## src/rtl/exc_arb_pkg.sv

```systemverilog
package exc_arb_pkg;
  localparam int CAUSE_W = 5;
  localparam int TAKE_W  = 4;

  localparam logic [CAUSE_W-1:0] C_RESET      = 5'd0;
  localparam logic [CAUSE_W-1:0] C_MCHK       = 5'd1;
  localparam logic [CAUSE_W-1:0] C_FETCH_BASE = 5'd2;
  localparam logic [CAUSE_W-1:0] C_EXEC_BASE  = 5'd8;
  localparam logic [CAUSE_W-1:0] C_POST_BASE  = 5'd16;
  localparam logic [CAUSE_W-1:0] C_IRQ_BASE   = 5'd24;

  typedef enum logic [1:0] {
    TK_RESET = 2'd0,
    TK_MCHK  = 2'd1,
    TK_IRQ   = 2'd2,
    TK_INSN  = 2'd3
  } take_idx_e;

  typedef struct packed {
    logic               vld;
    logic [CAUSE_W-1:0] cause;
  } pick_t;
endpackage

```

## src/rtl/exc_first_set.sv

```systemverilog
module exc_first_set #(
  parameter int N  = 4,
  parameter int IW = (N > 1) ? $clog2(N) : 1
) (
  input  logic [N-1:0]  req,
  output logic          any,
  output logic [IW-1:0] idx
);
  always_comb begin
    idx = '0;
    for (int i = N - 1; i >= 0; i--) begin
      if (req[i]) idx = IW'(i);
    end
    any = |req;
  end
endmodule

```

## src/rtl/exc_async_sel.sv

```systemverilog
module exc_async_sel (
  input  logic rst_pin,
  input  logic wdog_rst,
  input  logic dbg_rst,
  input  logic mc_pin,
  input  logic mc_hfetch,
  input  logic mc_store_be,
  input  logic mc_bus_err,
  input  logic nmi_pin,
  input  logic ext_en,
  input  logic mc_en,
  output logic rst_hit,
  output logic mc_hit
);
  logic bus_err_q;

  always_comb begin
    rst_hit   = rst_pin | wdog_rst | dbg_rst;
    // a bus error counts as machine check only with interrupts off and checks on
    bus_err_q = mc_bus_err & ~ext_en & mc_en;
    mc_hit    = mc_pin | mc_hfetch | mc_store_be | nmi_pin | bus_err_q;
  end
endmodule

```

## src/rtl/exc_head_sel.sv

```systemverilog
module exc_head_sel
  import exc_arb_pkg::*;
#(
  parameter int N_FETCH = 3,
  parameter int N_EXEC  = 8,
  parameter int N_POST  = 2,
  parameter int N_IRQ   = 4
) (
  input  logic               clk,
  input  logic               rst_n,
  input  logic               head_valid,
  input  logic               head_done,
  input  logic               redirect,
  input  logic               recov,
  input  logic               suppress,
  input  logic [N_FETCH-1:0] ftag,
  input  logic [N_EXEC-1:0]  etag,
  input  logic [N_POST-1:0]  ptag,
  input  logic [N_POST-1:0]  post_en,
  input  logic [N_IRQ-1:0]   irq_req,
  input  logic [N_IRQ-1:0]   irq_en,
  output pick_t              irq_pick,
  output pick_t              insn_pick
);
  localparam int FW = (N_FETCH > 1) ? $clog2(N_FETCH) : 1;
  localparam int EW = (N_EXEC  > 1) ? $clog2(N_EXEC)  : 1;
  localparam int PW = (N_POST  > 1) ? $clog2(N_POST)  : 1;
  localparam int IW = (N_IRQ   > 1) ? $clog2(N_IRQ)   : 1;

  logic          f_any, e_any, p_any, i_any;
  logic [FW-1:0] f_idx;
  logic [EW-1:0] e_idx;
  logic [PW-1:0] p_idx;
  logic [IW-1:0] i_idx;
  logic [N_POST-1:0] post_live;
  logic [N_IRQ-1:0]  irq_live;
  logic          ins_ok;

  assign post_live = ptag & post_en;
  assign irq_live  = irq_req & irq_en;

  exc_first_set #(.N(N_FETCH), .IW(FW)) u_fetch (.req(ftag),      .any(f_any), .idx(f_idx));
  exc_first_set #(.N(N_EXEC),  .IW(EW)) u_exec  (.req(etag),      .any(e_any), .idx(e_idx));
  exc_first_set #(.N(N_POST),  .IW(PW)) u_post  (.req(post_live), .any(p_any), .idx(p_idx));
  exc_first_set #(.N(N_IRQ),   .IW(IW)) u_irq   (.req(irq_live),  .any(i_any), .idx(i_idx));

  always_comb begin
    irq_pick.vld   = head_valid & ~suppress & i_any;
    irq_pick.cause = C_IRQ_BASE + CAUSE_W'(i_idx);

    ins_ok          = head_valid & ~suppress & ~redirect;
    insn_pick.vld   = 1'b0;
    insn_pick.cause = '0;
    if (f_any) begin
      // a fetch-tagged head cannot execute; it waits for a recoverable state
      insn_pick.vld   = ins_ok & recov;
      insn_pick.cause = C_FETCH_BASE + CAUSE_W'(f_idx);
    end else if (e_any) begin
      insn_pick.vld   = ins_ok;
      insn_pick.cause = C_EXEC_BASE + CAUSE_W'(e_idx);
    end else if (p_any) begin
      insn_pick.vld   = ins_ok & head_done;
      insn_pick.cause = C_POST_BASE + CAUSE_W'(p_idx);
    end
  end

  p_fetch_needs_recov_r5: assert property (@(posedge clk) disable iff (!rst_n)
    (insn_pick.vld && (|ftag)) |-> recov);
  p_post_needs_done_r7: assert property (@(posedge clk) disable iff (!rst_n)
    (insn_pick.vld && !(|ftag) && !(|etag)) |-> (head_done && (|(ptag & post_en))));
  p_redirect_drops_r8: assert property (@(posedge clk) disable iff (!rst_n)
    redirect |-> !insn_pick.vld);
endmodule

```

## src/rtl/exc_commit_arb.sv

```systemverilog
module exc_commit_arb
  import exc_arb_pkg::*;
#(
  parameter int N_FETCH = 3,
  parameter int N_EXEC  = 8,
  parameter int N_POST  = 2,
  parameter int N_IRQ   = 4
) (
  input  logic               clk,
  input  logic               rst_n,
  input  logic               rst_pin,
  input  logic               wdog_rst,
  input  logic               dbg_rst,
  input  logic               mc_pin,
  input  logic               mc_hfetch,
  input  logic               mc_store_be,
  input  logic               mc_bus_err,
  input  logic               nmi_pin,
  input  logic               ext_en,
  input  logic               mc_en,
  input  logic [N_IRQ-1:0]   irq_req,
  input  logic [N_IRQ-1:0]   irq_en,
  input  logic               head_valid,
  input  logic               head_done,
  input  logic               redirect,
  input  logic [N_FETCH-1:0] ftag,
  input  logic [N_EXEC-1:0]  etag,
  input  logic [N_POST-1:0]  ptag,
  input  logic [N_POST-1:0]  post_en,
  output logic [TAKE_W-1:0]  take_o,
  output logic [CAUSE_W-1:0] cause_o,
  output logic               flush_o,
  output logic               recov_o
);
  logic               rst_hit, mc_hit;
  pick_t              irq_pick, insn_pick;
  logic [TAKE_W-1:0]  take_d, take_q;
  logic [CAUSE_W-1:0] cause_d, cause_q;
  logic               flush_d, flush_q;
  logic               recov_d, recov_q;
  logic               clean_retire;

  exc_async_sel u_async (
    .rst_pin(rst_pin), .wdog_rst(wdog_rst), .dbg_rst(dbg_rst),
    .mc_pin(mc_pin), .mc_hfetch(mc_hfetch), .mc_store_be(mc_store_be),
    .mc_bus_err(mc_bus_err), .nmi_pin(nmi_pin), .ext_en(ext_en), .mc_en(mc_en),
    .rst_hit(rst_hit), .mc_hit(mc_hit)
  );

  exc_head_sel #(.N_FETCH(N_FETCH), .N_EXEC(N_EXEC), .N_POST(N_POST), .N_IRQ(N_IRQ)) u_head (
    .clk(clk), .rst_n(rst_n),
    .head_valid(head_valid), .head_done(head_done), .redirect(redirect),
    .recov(recov_q), .suppress(flush_q),
    .ftag(ftag), .etag(etag), .ptag(ptag), .post_en(post_en),
    .irq_req(irq_req), .irq_en(irq_en),
    .irq_pick(irq_pick), .insn_pick(insn_pick)
  );

  // next-state decision
  always_comb begin
    take_d  = '0;
    cause_d = '0;
    if (rst_hit) begin
      take_d[TK_RESET] = 1'b1;
      cause_d          = C_RESET;
    end else if (mc_hit) begin
      take_d[TK_MCHK] = 1'b1;
      cause_d         = C_MCHK;
    end else if (irq_pick.vld) begin
      take_d[TK_IRQ] = 1'b1;
      cause_d        = irq_pick.cause;
    end else if (insn_pick.vld) begin
      take_d[TK_INSN] = 1'b1;
      cause_d         = insn_pick.cause;
    end
    flush_d = rst_hit | mc_hit | irq_pick.vld | insn_pick.vld;

    clean_retire = head_valid & head_done & ~redirect & ~flush_q & ~flush_d;
    recov_d      = recov_q;
    if (rst_hit || mc_hit) recov_d = 1'b0;
    else if (clean_retire) recov_d = 1'b1;
  end

  // state registers
  always_ff @(posedge clk or negedge rst_n) begin
    if (!rst_n) begin
      take_q  <= '0;
      cause_q <= '0;
      flush_q <= 1'b0;
      recov_q <= 1'b0;
    end else begin
      take_q  <= take_d;
      cause_q <= cause_d;
      flush_q <= flush_d;
      recov_q <= recov_d;
    end
  end

  assign take_o  = take_q;
  assign cause_o = cause_q;
  assign flush_o = flush_q;
  assign recov_o = recov_q;

  p_onehot_take_r9: assert property (@(posedge clk) disable iff (!rst_n)
    $onehot0(take_o));
  p_flush_tracks_take_r9: assert property (@(posedge clk) disable iff (!rst_n)
    flush_o == (take_o != '0));
  p_reset_wins_r1: assert property (@(posedge clk) disable iff (!rst_n)
    (rst_pin || wdog_rst || dbg_rst) |=> (take_o == 4'b0001 && cause_o == C_RESET));
  p_mchk_not_delayed_r3: assert property (@(posedge clk) disable iff (!rst_n)
    (mc_hit && !rst_hit) |=> (take_o == 4'b0010 && cause_o == C_MCHK));
  p_suppress_after_take_r10: assert property (@(posedge clk) disable iff (!rst_n)
    flush_o |=> (!take_o[TK_IRQ] && !take_o[TK_INSN]));
  p_recov_cleared_r11: assert property (@(posedge clk) disable iff (!rst_n)
    (take_o[TK_RESET] || take_o[TK_MCHK]) |-> !recov_o);
  p_idle_cause_r12: assert property (@(posedge clk) disable iff (!rst_n)
    (take_o == '0) |-> (cause_o == '0));
endmodule

```

## config.mk

```make
export PLATFORM = sky130hd
export DESIGN_NAME = exc_commit_arb
export DESIGN_NICKNAME = d
export VERILOG_FILES = /design/src/rtl/exc_arb_pkg.sv /design/src/rtl/exc_first_set.sv /design/src/rtl/exc_async_sel.sv /design/src/rtl/exc_head_sel.sv /design/src/rtl/exc_commit_arb.sv
export SDC_FILE = /design/constraint.sdc
export NUM_CORES = 1
export LEC_CHECK = 0
export CAP_MARGIN = 0
export CORE_MARGIN = 3
export CORE_UTILIZATION = 45
export DETAILED_ROUTE_END_ITERATION = 10
export DONT_BUFFER_PORTS = 1
export PLACE_DENSITY = 0.58
export REMOVE_ABC_BUFFERS = 1
export SYNTH_ARGS = -nofsm -noshare
export SYNTH_HDL_FRONTEND = slang
export SYNTH_HIERARCHICAL = 1
export SYNTH_SLANG_ARGS = --single-unit
```

## constraint.sdc

```tcl
create_clock -name clk -period 1.75 [get_ports clk]
set_clock_uncertainty 0.1 [all_clocks]
set_input_delay 0.35 -clock clk [delete_from_list [all_inputs] [get_ports clk]]
set_output_delay 0.35 -clock clk [all_outputs]
set_load 0.005 [all_outputs]
```

# Word-level counts from Yosys, hierarchy flattened
# Index checks and enable logic that the tools add are counted.
totals:
  elab_cells: 73
  regBits: 11
  out_inout_bits: 11
  input_bits: 38
classes:
  mux: 33
  n_reduce_logical: 6
  bitwise: 26
  addsub: 4
ops:
  columns: ["op", "n"]
  rows:
  - ["$mux W3", 9]
  - ["$mux W5", 4]
  - ["$mux W6", 3]
  - ["$mux W2", 8]
  - ["$and A1 B1 Y1", 11]
  - ["$add A4 B3 Y5 const A", 2]
  - ["$mux W1", 9]
  - ["$or A1 B1 Y1", 9]
  - ["$reduce_or A8 Y1", 1]
  - ["$add A5 B1 Y5 const A", 1]
  - ["$and A4 B4 Y4", 1]
  - ["$not A1 Y1", 4]
  - ["$reduce_or A4 Y1", 1]
  - ["$add A2 B2 Y3 const A", 1]
  - ["$reduce_or A3 Y1", 1]
  - ["$and A2 B2 Y2", 1]
  - ["$reduce_bool A2 Y1", 1]
  - ["$reduce_or A2 Y1", 1]
  - ["$logic_or A1 B1 Y1", 1]

# Logic depth before layout (Yosys ltp)
# Gate-level depths: netlist of the first run.
logic_depth:
  ltp_word: 16
  ltp_mapped: 8

# By module
# The synthesis of the first run kept the hierarchy.
by_module_without_submodules:
  columns: ["mod", "cells_each", "n_inst", "area_each_um2", "seq_area_each_um2"]
  rows:
  - ["exc_commit_arb", 36, 1, 432.9, 275.3]
  - ["exc_head_sel", 27, 1, 182.7, 0.0]
  - ["exc_first_set (u_head.u_exec)", 13, 1, 81.3, 0.0]
  - ["exc_first_set (u_head.u_irq)", 7, 1, 35.0, 0.0]
  - ["exc_async_sel", 4, 1, 21.3, 0.0]
  - ["exc_first_set (u_head.u_fetch)", 3, 1, 20.0, 0.0]
  - ["exc_first_set (u_head.u_post)", 2, 1, 12.5, 0.0]

# Worst setup path after synthesis of the first run
# No wires, ideal clock.
synth_path:
  kind: "input -> register"
  start: "input port ftag[1]"
  end: "register recov_q (netlist: recov_o)"
  arrival_ns: 1.723
  stages: 5
  setup_ns: 0.121
  setup_slack_ns: -0.194
  path_cell_list: "or3_1 > buf_4 > a2111oi_2 > nor4_2 > a22o_1"
synth_lines:
  columns: ["element", "line_no", "text"]
  rows:
  - ["start: declaration", "exc_commit_arb.sv:26", "input logic [N_FETCH-1:0] ftag,"]
  - ["end signal: assignment", "exc_commit_arb.sv:95", "recov_q <= recov_d;"]
  - ["end: declaration", "exc_commit_arb.sv:40", "logic recov_d, recov_q;"]

==> results of run 1 <==
-- cell type report --
type / count / area [µm²]
timing repair buffer: 7 / 55.1
inverter: 5 / 18.8
multi-input combinational: 72 / 473
fill: 163 / 708
clock buffer: 4 / 26.3
sequential: 11 / 275
tap: 16 / 20.0
-- path summary, 6_finish.rpt --
check | from | cells after the start | end
setup reg to reg | flush_o | 5 | cause_o[1]
hold / removal | dbg_rst | 1 | take_o[0]
max in group asynchronous | rst_n | 1 | take_o[2]
setup / recovery | ftag[1] | 6 | recov_o
min in group asynchronous | rst_n | 1 | take_o[0]
hold reg to reg | recov_o | 1 | recov_o
-- state kept, by name, summed over array words and instances, names as in the netlist --
register and count:
cause_o 5, take_o 4, flush_o 1, recov_o 1
-- worst max-delay path, cell delays in order --
cell       delay, ns
or3_1           0.45
buf_4           0.17
a211oi_2        0.21
a2111oi_4       0.08
nor4_2          0.34
a22o_1          0.18
-- through the flow --
step                      hold WS [ns]  instances  setup TNS (ns)  total power [mW]   util
after floorplan                -0.0456         88          -0.908             0.306      -
after global placement         -0.0453        110          -0.223             0.315  0.520
after detailed placement       -0.0453        110          -0.443             0.316  0.520
after CTS                        0.227        115               0             0.494  0.543
after global routing             0.235        115               0             0.513  0.551
final                            0.240        115               0             0.486  0.551
-- synthesized netlist by cell type, drive strengths merged (2+ instances only) --
cell type  number
dfrtp          11
a21oi          10
and2            7
nand2           7
nor2            7
nand3b          6
nor2b           6
buf             5
inv             5
nor3b           3
nor4            3
a22o            2
conb            2
nand2b          2
o21ai           2
or2             2
or3             2
-- cells by family after synthesis --
group           count (synthesis)  share of synthesized area
compound gates                 19                      0.169
simple gates                   49                      0.390
mux                             1                     0.0127
other cells                     2                    0.00956
buf+inv                        10                     0.0685
flops                          11                      0.350
-- timing repair --
item / 4_1_cts / 5_1_grt
gates resized for setup: 0 / 1
setup buffers: 0 / 0
hold buffers: 1 / 0
endpoints found under the hold margin: 11 / 0
setup endpoints to repair: 0 / 5
-- cell usage in the layout, fill, tap and decap left out, types with 2 or more instances in the layout --
cell type  count
nor3b_1        2
or2_1          2
nor2b_1        5
nand2b_1       2
conb_1         3
a21oi_1        9
nor2_1         7
nor4_2         2
clkbuf_4       3
a22o_1         2
dfrtp_1       11
buf_4          6
nand3b_1       6
and2_1         7
inv_1          5
nand2_1        7
or3_1          2
-- where the power goes --
part	internal, mW	switching [mW]
combinational	0.0275	0.0322
clock	0.0881	0.0802
sequential	0.257	0.00149
-- per-layer routing --
layer  vias to the layer above  GRT usage  share of wire
li1                        327          -              -
met1                       281      0.166           0.42
met2                        37      0.243           0.47
met3                         0     0.0865           0.11
met4                         0     0.0323              0
met5                         -          0              0
==> qor.txt, run 1 <==
Area post-placement -> 820 µm²
Post-synthesis sequential area ratio -> 0.350
CP Data Arrival Time -> 1.78 ns
Maximum vdd drop -> 408 µV
Setup WS post-layout -> 0.0779 ns
Ys async rst share -> 1.00
Total gr overflow -> 0
N_diodes -> 0
Crit start category -> input port
Initial Utilization -> 0.498
CTS H-tree lvls -> 1
Final worst path period need -> 1.67 ns
Largest net degree at the start of global routing -> 12
Die Y -> 47.8 µm
Die area -> 0.00228 mm²
Status -> finished clean
CP max FO -> 3
Die X -> 47.8 µm
Layout net count -> 138
Worst path required time -> 1.86 ns
Global-route usage over all layers -> 0.148
Cell taking the most area after synthesis -> dfrtp_1
Setup Slack @ Placement -> -0.111 ns
Synthesized instance count -> 92
Via Count -> 645
Final Cycle Share -> 0.956
RSZ-0062 raised after global routing -> false
Clk root buf -> clkbuf_4
Antenna Nets Post-Route -> 0
Final setup vio count -> 0
First-pass GRT wire length -> 2.28 mm
Vias/cell -> 5.61
Final WL -> 1.63 mm
Synth Warn # -> 6
Final Hold Fails -> 0
Detailed Routing Iterations Pass 1 -> 4
Number of synthesized flops with an enable pin -> 0
Synth Cell Area -> 786 µm²
Post-route cell area -> 868 µm²
Post-synth top flop -> dfrtp_1
HP Class -> in -> reg
Num rows -> 14
Crit end category -> flip-flop
R2R Setup Slk -> 0.13 ns
Initial antenna violation count -> 0
Max Fclk -> 0.598 GHz
Post-synthesis cell type count -> 33
PD cells -> 560 mW/mm²
Maxcap violations -> 0
CTS tree -> yes
Initial DRC count -> 11
Ports -> 49
Average wire per standard cell -> 14.2 µm
Clk Latency, worst-skew pair -> 0.27 ns
Synth top area share -> 0.350
Synth Area per Inst -> 8.54 µm²
Leak -> 0.338 nW
Vias in the first global route -> 576
Gpl congestion -> 0.739
Core area -> 0.00158 mm²
Final Max Slew Viols -> 0
DP HPWL -> 1.34 mm
Layout cells sized above 1 -> 0.162
Clock sinks -> 11
Worst-path clk slew -> 0.07 ns
Total CTS buffers -> 3
Synth Register Bits -> 11
Max clock buf depth -> 2
CP Class -> in -> reg
Main area contributors after synthesis -> dfrtp_1 (35%), a21oi_1 (5.7%), nand3b_1 (5.7%)
IO buf count -> 0
Synthesis-to-layout area growth -> 10.5%
DRC viols -> 0
No activity file was read; power rests on OpenSTA's default activity.
==> inputs of run 2 (changes only) <==
--- a/config.mk
+++ b/config.mk
@@ -7,10 +7,11 @@
 export LEC_CHECK = 0
 export CAP_MARGIN = 0
 export CORE_MARGIN = 3
-export CORE_UTILIZATION = 45
+export CORE_UTILIZATION = 54
 export DETAILED_ROUTE_END_ITERATION = 10
 export DONT_BUFFER_PORTS = 1
-export PLACE_DENSITY = 0.58
+export GPL_TIMING_DRIVEN = 0
+export PLACE_DENSITY = 0.68
 export REMOVE_ABC_BUFFERS = 1
 export SYNTH_ARGS = -nofsm -noshare
 export SYNTH_HDL_FRONTEND = slang
==> run 2 against run 1 <==
Power fell by 3.2%. Clock power shrank 8%. Combinational power shrank 4.2%. Sequential power is essentially flat. First-iteration DRC count is 27% lower. Count of clock-buffer cells in the layout did not move. Die area is 15% lower. Core utilization up 7.5 points. Register-to-register slack better by 0.12 ns. Final cell count down 6.1%. Largest power group unchanged.
==> qor.txt, run 2 (synthesized netlist as in run 1, its figures left out) <==
IO buf count -> 0 (unchanged)
Final setup vio count -> 0 (unchanged)
CP Data Arrival Time -> 1.59 ns (-0.19 ns)
N_diodes -> 0 (unchanged)
CTS H-tree lvls -> 1 (unchanged)
Clock sinks -> 11 (unchanged)
Status -> finished clean
Detailed Routing Iterations Pass 1 -> 4 (unchanged)
Initial Utilization -> 0.589 (+0.0907)
Final Cycle Share -> 0.865 (-0.0906)
Worst path required time -> 1.83 ns (-0.03 ns)
Final Max Slew Viols -> 0 (unchanged)
Post-route cell area -> 835 µm² (-3.9%)
Layout fillers -> 128 (-21%)
CP Class -> in -> reg
Layout cells sized above 1 -> 0.140 (-0.0218)
Leak -> 0.310 nW (-8.3%)
Max Fclk -> 0.661 GHz (+10%)
PD cells -> 564 mW/mm² (+0.76%)
Clk root buf -> clkbuf_4
Maxcap violations -> 0 (unchanged)
Initial DRC count -> 8 (-3)
Layout net count -> 132 (-4.3%)
CTS tree -> yes
Num rows -> 13 (-1)
Via Count -> 631 (-2.2%)
Die area -> 0.00195 mm² (-15%)
Seq pwr share -> 0.549 (+0.018)
Cells after DPL -> 103 (-6.4%)
Power Total -> 471 µW (-3.2%)
Initial antenna violation count -> 0 (unchanged)
Core area -> 0.00133 mm² (-15%)
Max clock buf depth -> 2 (unchanged)
Commonest non-fill, non-tap cell in the layout -> dfrtp_1
Crit start category -> input port
Gpl congestion -> 0.696 (-5.8%)
Global-route usage over all layers -> 0.132 (-0.0157)
Final Hold Fails -> 0 (unchanged)
HP Class -> in -> reg
Sw frac -> 0.212 (-0.0221)
Vias in the first global route -> 531 (-7.8%)
Worst-path clk slew -> 0.06 ns (about the same)
Synthesis-to-layout area growth -> 6.21%
CP max FO -> 8 (+5)
Crit end category -> flip-flop
Final worst path period need -> 1.51 ns (-0.159 ns)
Sw Pwr -> 99.9 µW (-12%)
DP HPWL -> 1.11 mm (-17%)
Ports -> 49 (unchanged)
Combinational power share -> 0.121 (-0.002)
Average wire per standard cell -> 12.2 µm (-14%)
DRC viols -> 0 (unchanged)
RSZ-0062 raised after global routing -> false
Area post-placement -> 773 µm² (-5.6%)
Vias/cell -> 5.84 (+4.2%)
Maximum vdd drop -> 228 µV (-44%)
Hold_ws -> 0.234 ns (-0.00675 ns)
Largest register FFs -> 5 (unchanged)
Cell Int Power -> 371 µW (-0.37%)
First-pass GRT wire length -> 1.95 mm (-14%)
Max stage delay on crit path -> 0.50 ns (+0.05 ns)
Sum Neg Setup Slack -> 0 ns (unchanged)
Cell Chain, Critical Path -> or3_4 > a2111oi_4 > nand3b_1 > a21oi_1
Die X -> 44.1 µm (-7.6%)
Final instance count without filler cells -> 108 (-6.1%)
Clk Latency, worst-skew pair -> 0.25 ns (-0.02 ns)
Busiest grt layer -> met2
Commonest cells after routing, fill and taps aside -> dfrtp_1 (11), a21oi_1 (9), nand2_1 (7), and2_1 (7)
Total CTS buffers -> 3 (unchanged)
GR Util met2 -> 0.235 (-0.00728)
Clock power frac -> 0.330 (-0.016)
Total gr overflow -> 0 (unchanged)
Antenna Nets Post-Route -> 0 (unchanged)
Final WL -> 1.31 mm (-19%)
Slowest CP cell -> a2111oi_4
Die Y -> 44.1 µm (-7.6%)
Largest net degree at the start of global routing -> 14 (+2)
Met1 usage -> 0.146 (-0.0195)
Met3 Use GR -> 0.0244 (-0.0621)
## run 2: cell count changes in the layout (fill, tap and decap cells not counted), sizes merged
cell | previous run | this run
buf | 6 | 0
## run 2: critical path, delay by kind of cell
kind	cells	cell delay [ns]
simple gates	2	0.57
compound gates	2	0.67
## run 2: area by class of cell
class                           instances  area (µm²)  share of cell area
Inverter                                5        18.8              0.0225
Clock buffer                            4        26.3              0.0315
Sequential cell                        11         275               0.330
Timing Repair Buffer                    1        10.0              0.0120
Tap cell                               15        18.8              0.0225
Multi-Input combinational cell         72         485               0.582
## run 2: repair_timing
| item | 4_1_cts | 5_1_grt |
|---|---|---|
| pin swaps | 0 | 3 |
| endpoints found under the setup margin | 7 | 5 |
| endpoints found under the hold margin | 11 | 0 |
| setup buffers | 0 | 0 |
| resized for setup | 1 | 3 |
| hold buffers | 1 | 0 |
## run 2: path summary, 6_finish.rpt
check,endpoint,slack (ns),depth (start not counted),startpoint
worst max-delay path,cause_o[1],0.24,4,ftag[1]
worst min-delay path,cause_o[2],0.23,3,redirect
worst max register to register,cause_o[1],0.25,4,flush_o
worst min register to register,recov_o,0.48,1,recov_o
max in group asynchronous,take_o[1],0.89,1,rst_n
min in group asynchronous,cause_o[1],0.37,1,rst_n
## run 2: metal layers
| metal | part of all wire | vias up |
|---|---|---|
| met2 | 0.45 | 36 |
| met3 | 0.12 | 2 |
| li1 | - | 316 |
| met5 | 0 | - |
| met1 | 0.42 | 277 |
| met4 | 0.011 | 0 |
## run 2: power by group through the flow
stage / combinational [mW] / clock [mW] / sequential (mW)
5_1_grt: 0.0652 / 0.165 / 0.259
6_report: 0.0572 / 0.155 / 0.258
4_1_cts: 0.0556 / 0.159 / 0.258
2_1_floorplan: 0.0426 / 0 / 0.263
3_3_place_gp: 0.0478 / 0 / 0.263
3_5_place_dp: 0.0492 / 0 / 0.263
## run 2: stage by stage
step           worst slack (ns)  utilization
5_1_grt                   0.102        0.626
3_5_place_dp             -0.337        0.580
4_1_cts                  0.0588        0.616
2_1_floorplan            -0.206            -
3_3_place_gp             -0.364        0.580
6_report                  0.236        0.626
